[config.mk]
export PLATFORM = sky130hd
export DESIGN_NAME = rr_dma_arb
export DESIGN_NICKNAME = d
export VERILOG_FILES = /design/src/rtl/rr_arb_pkg.sv /design/src/rtl/rr_pending.sv /design/src/rtl/rr_pick.sv /design/src/rtl/rr_grant_ctl.sv /design/src/rtl/rr_dma_arb.sv
export SDC_FILE = /design/constraint.sdc
export NUM_CORES = 1
export LEC_CHECK = 0
export ABC_AREA = 1
export BUFFER_PORTS_ARGS = -buffer_cell sky130_fd_sc_hd__buf_2
export CORE_AREA = 2 2 47 49
export DETAILED_ROUTE_END_ITERATION = 10
export DIE_AREA = 0 0 49 51
export PLACE_DENSITY = 0.73
export REMOVE_ABC_BUFFERS = 1
export SLEW_MARGIN = 25
export SYNTH_ARGS = -nofsm -noshare
export SYNTH_HDL_FRONTEND = slang
export SYNTH_HIERARCHICAL = 1
export SYNTH_SLANG_ARGS = --single-unit
[constraint.sdc]
create_clock -name clk -period 2.35 [get_ports clk]
set_input_delay 0.235 -clock clk [delete_from_list [all_inputs] [get_ports clk]]
set_output_delay 0.235 -clock clk [all_outputs]
set_load 0.005 [all_outputs]
[src/rtl/rr_arb_pkg.sv]
package rr_arb_pkg;

  // Channel index reached by stepping 'step' places up from 'base', wrapping at n.
  function automatic int wrap_step(input int base, input int step, input int n);
    return (base + step) % n;
  endfunction

endpackage

[src/rtl/rr_pending.sv]
module rr_pending #(
  parameter int NUM_CH = 4
) (
  input  logic              clk,
  input  logic              rst,
  input  logic [NUM_CH-1:0] req_i,
  input  logic [NUM_CH-1:0] clr_i,
  output logic [NUM_CH-1:0] pend_o
);

  logic [NUM_CH-1:0] pend_q;

  // Clearing wins over a request arriving in the grant cycle.
  always_ff @(posedge clk) begin
    if (rst) pend_q <= '0;
    else     pend_q <= (pend_q | req_i) & ~clr_i;
  end

  assign pend_o = pend_q;

  genvar g;
  generate
    for (g = 0; g < NUM_CH; g++) begin : g_chk
      AST_STICKY: assert property (@(posedge clk) disable iff (rst)
        ((pend_q[g] || req_i[g]) && !clr_i[g]) |=> pend_q[g]);
      AST_CLEAR_ON_GRANT: assert property (@(posedge clk) disable iff (rst)
        clr_i[g] |=> !pend_q[g]);
    end
  endgenerate

endmodule

[src/rtl/rr_pick.sv]
module rr_pick #(
  parameter int NUM_CH = 4,
  localparam int IDX_W = $clog2(NUM_CH)
) (
  input  logic [NUM_CH-1:0] pend_i,
  input  logic [IDX_W-1:0]  head_i,
  output logic              any_o,
  output logic [IDX_W-1:0]  win_idx_o,
  output logic [NUM_CH-1:0] win_oh_o
);
  import rr_arb_pkg::*;

  // Walk the ranks from highest to lowest; the first pending channel wins.
  always_comb begin
    any_o     = 1'b0;
    win_idx_o = '0;
    for (int k = 0; k < NUM_CH; k++) begin
      if (!any_o && pend_i[wrap_step(int'(head_i), k, NUM_CH)]) begin
        any_o     = 1'b1;
        win_idx_o = IDX_W'(wrap_step(int'(head_i), k, NUM_CH));
      end
    end
    win_oh_o = any_o ? (NUM_CH'(1) << win_idx_o) : '0;
  end

endmodule

[src/rtl/rr_grant_ctl.sv]
module rr_grant_ctl #(
  parameter int NUM_CH = 4,
  localparam int IDX_W = $clog2(NUM_CH)
) (
  input  logic              clk,
  input  logic              rst,
  input  logic              any_i,
  input  logic [IDX_W-1:0]  win_idx_i,
  input  logic [NUM_CH-1:0] win_oh_i,
  input  logic              done_i,
  output logic [NUM_CH-1:0] clr_o,
  output logic [NUM_CH-1:0] grant_o,
  output logic              vld_o,
  output logic [IDX_W-1:0]  idx_o,
  output logic [IDX_W-1:0]  head_o
);

  logic              vld_q;
  logic [NUM_CH-1:0] grant_q;
  logic [IDX_W-1:0]  idx_q;
  logic [IDX_W-1:0]  head_q;
  logic              issue;
  logic              finish;

  assign issue  = !vld_q && any_i;
  assign finish = vld_q && done_i;
  assign clr_o  = issue ? win_oh_i : '0;

  always_ff @(posedge clk) begin
    if (rst) begin
      vld_q   <= 1'b0;
      grant_q <= '0;
      idx_q   <= '0;
      head_q  <= '0;
    end else if (finish) begin
      vld_q   <= 1'b0;
      grant_q <= '0;
      idx_q   <= '0;
      head_q  <= (int'(idx_q) == NUM_CH - 1) ? '0 : idx_q + 1'b1;
    end else if (issue) begin
      vld_q   <= 1'b1;
      grant_q <= win_oh_i;
      idx_q   <= win_idx_i;
    end
  end

  assign grant_o = grant_q;
  assign vld_o   = vld_q;
  assign idx_o   = idx_q;
  assign head_o  = head_q;

  AST_ONE_HOT: assert property (@(posedge clk) disable iff (rst)
    $onehot0(grant_q) && (vld_q == (grant_q != '0)));
  AST_HOLD: assert property (@(posedge clk) disable iff (rst)
    (vld_q && !done_i) |=> (vld_q && $stable(grant_q) && $stable(idx_q)));
  AST_GAP: assert property (@(posedge clk) disable iff (rst)
    finish |=> !vld_q);
  AST_HEAD_KEEP: assert property (@(posedge clk) disable iff (rst)
    !finish |=> $stable(head_q));

endmodule

[src/rtl/rr_dma_arb.sv]
module rr_dma_arb #(
  parameter int NUM_CH = 4,
  localparam int IDX_W = $clog2(NUM_CH)
) (
  input  logic                    clk,
  input  logic                    rst,
  input  logic [NUM_CH-1:0]       req_i,
  input  logic                    done_i,
  output logic [NUM_CH-1:0]       grant_o,
  output logic                    grant_vld_o,
  output logic [IDX_W-1:0]        grant_idx_o,
  output logic [NUM_CH*IDX_W-1:0] prio_order_o
);
  import rr_arb_pkg::*;

  logic [NUM_CH-1:0] pend;
  logic [NUM_CH-1:0] clr;
  logic [NUM_CH-1:0] win_oh;
  logic [IDX_W-1:0]  win_idx;
  logic [IDX_W-1:0]  head;
  logic              any;

  rr_pending #(.NUM_CH(NUM_CH)) u_pend (
    .clk(clk), .rst(rst), .req_i(req_i), .clr_i(clr), .pend_o(pend)
  );

  rr_pick #(.NUM_CH(NUM_CH)) u_pick (
    .pend_i(pend), .head_i(head), .any_o(any),
    .win_idx_o(win_idx), .win_oh_o(win_oh)
  );

  rr_grant_ctl #(.NUM_CH(NUM_CH)) u_ctl (
    .clk(clk), .rst(rst), .any_i(any), .win_idx_i(win_idx),
    .win_oh_i(win_oh), .done_i(done_i), .clr_o(clr),
    .grant_o(grant_o), .vld_o(grant_vld_o), .idx_o(grant_idx_o),
    .head_o(head)
  );

  genvar r;
  generate
    for (r = 0; r < NUM_CH; r++) begin : g_rank
      assign prio_order_o[r*IDX_W +: IDX_W] = IDX_W'(wrap_step(int'(head), r, NUM_CH));
    end
  endgenerate

  AST_ROT_LAST: assert property (@(posedge clk) disable iff (rst)
    (grant_vld_o && done_i) |=>
      (prio_order_o[(NUM_CH-1)*IDX_W +: IDX_W] == $past(grant_idx_o)));
  AST_GRANT_PENDING: assert property (@(posedge clk) disable iff (rst)
    (!grant_vld_o && any) |=> (grant_vld_o && ((grant_o & $past(pend)) != '0)));
  AST_IDLE_QUIET: assert property (@(posedge clk) disable iff (rst)
    (!grant_vld_o && pend == '0) |=> !grant_vld_o);

endmodule

## Yosys cells after proc, flatten, opt, wreduce, memory -nomap -nowiden

Index checks and enable logic that the tools add are counted.

- Equality and inequality tests: 1
- Multiplexer cells: 22
- Order comparisons: 4
- Bitwise logic cells: 6
- Reductions and logical operators: 13
- Shift-type cells: 1
- $add $sub $neg: 4

Operator list:

| operator | count |
|---|---|
| 3-bit by 4-bit less-than comparator with 1-bit output, second input constant | 3 |
| 1-bit 2-to-1 mux | 11 |
| 2-bit 2-to-1 mux | 5 |
| 1-bit binary-select mux with 2-bit select | 4 |
| 4-bit 2-to-1 mux | 2 |
| 2-bit OR reduction | 4 |
| 1-bit logical AND | 5 |
| 2-bit by 1-bit adder with 2-bit output, second input constant | 2 |
| 2-bit adder, second input constant | 2 |
| 4-bit AND | 1 |
| 1-bit logical NOT | 4 |
| 4-bit NOT | 1 |
| 4-bit OR | 1 |
| 1-bit by 2-bit << shifter with 4-bit output, first input constant | 1 |
| 1-bit AND, first input constant | 3 |
| 2-bit by 3-bit less-than comparator with 1-bit output, second input constant | 1 |
| 2-bit by 1-bit equality test with 1-bit output, second input constant | 1 |

- Word-level logic and storage cells: 56
- Register bits: 13
- Input bits: 7
- Output and inout port bits: 15

## Depth between registers and ports, before layout

- Depth after elaboration: 19
- Gate-level depth with buffers: 17
- Mapped depth without buffers: 16

## Cells and area by module

The synthesis kept the hierarchy.

Modules (own cells, without submodules):

| module | seq. area each (µm²) | instances | area each (µm²) | cells an instance |
|---|---|---|---|---|
| rr_pick | 0.0 | 1 | 392.9 | 74 |
| rr_grant_ctl | 180.2 | 1 | 377.9 | 53 |
| rr_pending | 80.1 | 1 | 151.4 | 21 |
| rr_dma_arb | 0.0 | 1 | 45.0 | 10 |

## Worst setup path before layout

Ideal clock, no wire load.

- Kind: register to register
- Start point: register u_ctl.head_q[0], in the netlist u_ctl/head_o[0]
- End point: register u_pend.pend_q[2], in the netlist u_pend/pend_o[2]
- Required time: 2237 ps
- Buffers on the path: 1
- Library setup time: 113 ps
- Cell stages (with the launch flop): 17
- Arrival time: 1675 ps
- Slack: 562 ps
- Clock period less this slack: 1788 ps
- Cell sequence: dfxtp_1 > buf_6 > inv_8 > nand2_1 > nand2_4 > nand2_4 > nand2_4 > nor2_4 > nand3_2 > nand3_2 > nand2_1 > inv_1 > nand3_1 > inv_1 > inv_1 > nand2_1 > nor2_1

- Elaborated cells on any way between the ends: 34
- Those cells by class: add/sub (3); shift (1); mux (21); bitwise (2); reduce/logical (7)

RTL lines:

| item | RTL line | source |
|---|---|---|
| from (decl) | rr_grant_ctl.sv:21 | `logic [IDX_W-1:0] head_q;` |
| from (signal assigned) | rr_grant_ctl.sv:39 | `head_q <= (int'(idx_q) == NUM_CH - 1) ? '0 : idx_q + 1'b1;` |
| 2-bit by 1-bit adder with 2-bit output or 1-bit binary-select mux with 2-bit select (tied branches) | rr_arb_pkg.sv:5, rr_pick.sv:18 |  |
| 1-bit binary-select mux with 2-bit select or 1-bit 2-to-1 mux (tied branches) | rr_pick.sv:18 | `if (!any_o && pend_i[wrap_step(int'(head_i), k, NUM_CH)]) begin` |
| 1-bit 2-to-1 mux (not written as such) | rr_pick.sv:18 |  |
| 1-bit 2-to-1 mux (not written as such) or 1-bit logical NOT (tied branches) | rr_pick.sv:18 |  |
| 1-bit logical AND | rr_pick.sv:18 |  |
| 1-bit 2-to-1 mux | rr_pick.sv:18 |  |
| 1-bit logical NOT | rr_pick.sv:18 |  |
| 1-bit logical AND | rr_pick.sv:18 |  |
| [... 3 more ...] | n/a |  |
| 1-bit 2-to-1 mux (*) | rr_pick.sv:18 |  |
| net any | rr_dma_arb.sv:21 | `logic any;` |
| 4-bit 2-to-1 mux (*) | rr_pick.sv:23 | `win_oh_o = any_o ? (NUM_CH'(1) << win_idx_o) : '0;` |
| net win_oh[2] | rr_dma_arb.sv:18 | `logic [NUM_CH-1:0] win_oh;` |
| 4-bit 2-to-1 mux (*) | rr_grant_ctl.sv:27 | `assign clr_o = issue ? win_oh_i : '0;` |
| net clr[2] | rr_dma_arb.sv:17 | `logic [NUM_CH-1:0] clr;` |
| 4-bit NOT (*) | rr_pending.sv:16 | `else pend_q <= (pend_q \| req_i) & ~clr_i;` |
| 4-bit AND (*) | rr_pending.sv:16 |  |
| to (signal assigned) | rr_pending.sv:16 |  |
| to (decl) | rr_pending.sv:11 | `logic [NUM_CH-1:0] pend_q;` |

Mark *: on every way through the listed nets, which the timed path passes. The rest lies on a longest branch. The select of a mux whose other input is x is not followed.
A chain may end at the register's enable or synchronous reset.

## Worst setup path in the final report

Same ends and word-level chain as after synthesis.

==> impl_metrics.csv <==
group,metric,value,unit
worst_hold_path,hp-start,"rst",
critical_path,r2r_setup_slack,0.32,ns
global_route,grt.total_usage,19.7,%
floorplan,die-area,2500,um^2
clock_tree,insertion_delay,0.27,ns
floorplan,start_util,46.9,%
clock_tree,cts_tree,"done",
critical_path,cp_cell_sequence,"buf_4 > nand2_2 > nand2_4 > nor2_2 > nor2_1 > nand3_2 > nand3_2 > nand2_1 > inv_1 > nand3_1 > inv_1 > inv_1 > nand2_1 > nor2_1",
clock_tree,cts_made_buffers,3,
sta,worst_slew_pin_slew,0.416,ns
drt,remaining_drc_errors,0,
drt,vias,1000,
critical_path,slowest_stage,"dfxtp_1",
critical_path,worst_path_most_repeated_cell,"inv_1",
placed_design,portBuffers,21,
power,p_total,1600,uW
status,status,"completed",
sta,setup_violations,0,
sta,tns,0,ns
sta,finalClockSkew,0.00525,ns
drt,ant_nets,0,
sta,finalHoldViolations,0,
clock_tree,hold_buffers,0,
critical_path,r2r-end,"u_pend/pend_o[2]$_SDFF_PP0_",
drt,viasPerCell,4.76,
placed_design,globalplace.congestion,0.855,
finish,mostFrequentLayoutCells,"nand2_1 (48), buf_2 (21), inv_1 (21)",
logic_synthesis,synth_area,967,um^2
critical_path,critPathMaxStageDelay,0.58,ns
sta,slew_headroom,72.3,%
floorplan,num_rows,17,
floorplan,core-area,2060,um^2
clock_tree,htreeDepth,1,
sta,final.period_utilization,86.5,%
critical_path,r2r-start,"u_ctl/head_o[0]$_SDFFE_PP0P_",
sta,drv_slew,0,
job,maxCapViolCount,0,
critical_path,crit_fanout,9,
logic_synthesis,avgSynthCellArea,6.12,um^2
worst_hold_path,holdPathEnd,"u_ctl/head_o[1]$_SDFFE_PP0P_",
clock_tree,clk_pin_slew,0.08,ns
sta,fin_crit,2.03,ns
drt,post_drt_wl_per_cell,10.3,um
critical_path,path_delay_family,"simple AND/OR/NAND/NOR gates",
critical_path,reg2regPathDepth,14,
drt,wirelength,2.17,mm
finish,multi_input_area,561,um^2
global_route,grt_max_degree,12,
critical_path,crit_path_start_kind,"flop",
critical_path,critPathBufInv,4,
critical_path,cp.arrival,2.21,ns
sta,rsz0062_at_grt,"false",
global_route,first_global_vias,985,
clock_tree,cts_resized,0,
drt,first_pass_iters,4,
critical_path,crit_path_end_kind,"flop",
finish,register_area,260,um^2
floorplan,die_w,49,um
logic_synthesis,synth_cell_types,18,
worst_hold_path,min_path_type,"primary input to flop",
global_route,overflow,0,
critical_path,worst_ep_required_time,2.53,ns
drt,drt-initial-drc-count,18,
finish,final_common_cell,"nand2_1",
clock_tree,clock_tree.buffer_depth,2,
placed_design,place.detailed.hpwl,1.83,mm
finish,drive_above_1_share,33.0,%
clock_tree,cts_sinks,13,
logic_synthesis,synth_warnings,6,
clock_tree,root_buffer,"clkbuf_4",
floorplan,pin_count,22,
global_route,grt_first_pass_wirelength,3.88,mm
finish,nets,191,
worst_hold_path,hold_depth,2,
critical_path,crit_type,"flop to flop",
power,peakVddDrop,0.773,mV
logic_synthesis,synth-seq-area-share,26.9,%
sta,fmax,492,MHz
finish,area_growth,16.2,%
finish,antenna_cells,0,
clock_tree,cts_setup_buffers,0,
global_route,antenna_found_initial,0,
finish,fill_cells,222,
power,p_per_area,1430,nW/um^2
power,leakagePower,0.000658,uW
logic_synthesis,ys_ff_latch,13,
floorplan,die_h,51,um
logic_synthesis,synth_cells,158,
[flip-flops by register name, summed over array words and instances, names as in the netlist]
| name | cells |
|---|---|
| u_ctl/grant_o | 4 |
| u_pend/pend_o | 4 |
| u_ctl/head_o | 2 |
| u_ctl/idx_o | 2 |
| u_ctl/vld_o | 1 |
[cell families after synthesis]
group           count (synthesis)  share of synthesized area (%)
simple gates                  104                           53.0
buf+inv                        33                           15.1
flops                          13                           26.9
compound gates                  7                           3.62
fa+ha+maj                       1                           1.29
[cells in the mapped netlist]
cell type / n / share of area [%]
nor2_1: 18 / 7.0
inv_1: 21 / 8.2
o21ai_1: 1 / 0.52
inv_8: 1 / 1.2
ha_1: 1 / 1.3
nand3_2: 5 / 5.2
nand2_1: 48 / 19
nand4_1: 1 / 0.65
nand2_2: 10 / 6.5
buf_6: 1 / 1.2
a21oi_1: 6 / 3.1
nor2_2: 4 / 2.6
nand3_1: 13 / 6.7
nand2_4: 4 / 4.7
inv_2: 8 / 3.1
dfxtp_1: 13 / 27
buf_4: 2 / 1.6
nor2_4: 1 / 1.2
[report_power, final]
group | switching [uW] | internal (uW)
Sequential | 77.0 | 307
Combinational | 696 | 386
Clock | 73.4 | 63.0
Total | 846 | 756
[worst reg2reg max path, cell delays in order (launching register included)]
cell and delay, ns:
dfxtp_1 0.58, buf_4 0.22, nand2_2 0.07, nand2_4 0.10, nor2_2 0.06, nor2_1 0.12
nand3_2 0.19, nand3_2 0.17, nand2_1 0.08, inv_1 0.06, nand3_1 0.10, inv_1 0.07
inv_1 0.04, nand2_1 0.07, nor2_1 0.04
[metrics by stage]
step / hold WS, ns / instances / cell area, um^2 / util [%] / setup WS (ns)
after floorplan: 0.304 / 155 / 941 / - / 0.432
after global placement: 0.436 / 206 / 1100 / 53.1 / 0.413
after detailed placement: 0.441 / 206 / 1100 / 53.1 / 0.348
after CTS: 0.140 / 210 / 1120 / 54.5 / 0.324
after global routing: 0.150 / 210 / 1120 / 54.5 / 0.134
final: 0.147 / 210 / 1120 / 54.5 / 0.318
[layout make-up]
cell class / count / area share (%)
sequential: 13 / 23.2
tap: 28 / 3.12
inverter: 30 / 10.7
timing repair buffer: 23 / 10.7
clock buffer: 3 / 2.00
multi-input combinational: 112 / 49.9
clock inverter: 1 / 0.445
[per-layer routing]
layer / wire length [um] / track usage [%] / share of wire (%) / vias to the layer above
li1: - / - / - / 520
met1: 940 / 21.3 / 43 / 443
met2: 1100 / 38.1 / 51 / 31
met3: 88 / 2.92 / 4.0 / 6
met4: 39 / 8.10 / 1.8 / 0
met5: 0 / 0 / 0 / -
[worst max path at each step]
stage / from / endpoint / depth (start not counted)
2_1_floorplan: u_ctl/head_o[0]$_SDFFE_PP0P_ / u_pend/pend_o[2]$_SDFF_PP0_ / 13
3_3_place_gp: u_ctl/head_o[0]$_SDFFE_PP0P_ / u_pend/pend_o[2]$_SDFF_PP0_ / 14
3_5_place_dp: u_ctl/head_o[0]$_SDFFE_PP0P_ / u_pend/pend_o[2]$_SDFF_PP0_ / 14
4_1_cts: u_ctl/head_o[0]$_SDFFE_PP0P_ / u_pend/pend_o[2]$_SDFF_PP0_ / 14
5_1_grt: u_ctl/head_o[0]$_SDFFE_PP0P_ / u_pend/pend_o[2]$_SDFF_PP0_ / 14
6_report: u_ctl/head_o[0]$_SDFFE_PP0P_ / u_pend/pend_o[2]$_SDFF_PP0_ / 14
Note: power is estimated with default switching activity, not from simulation.
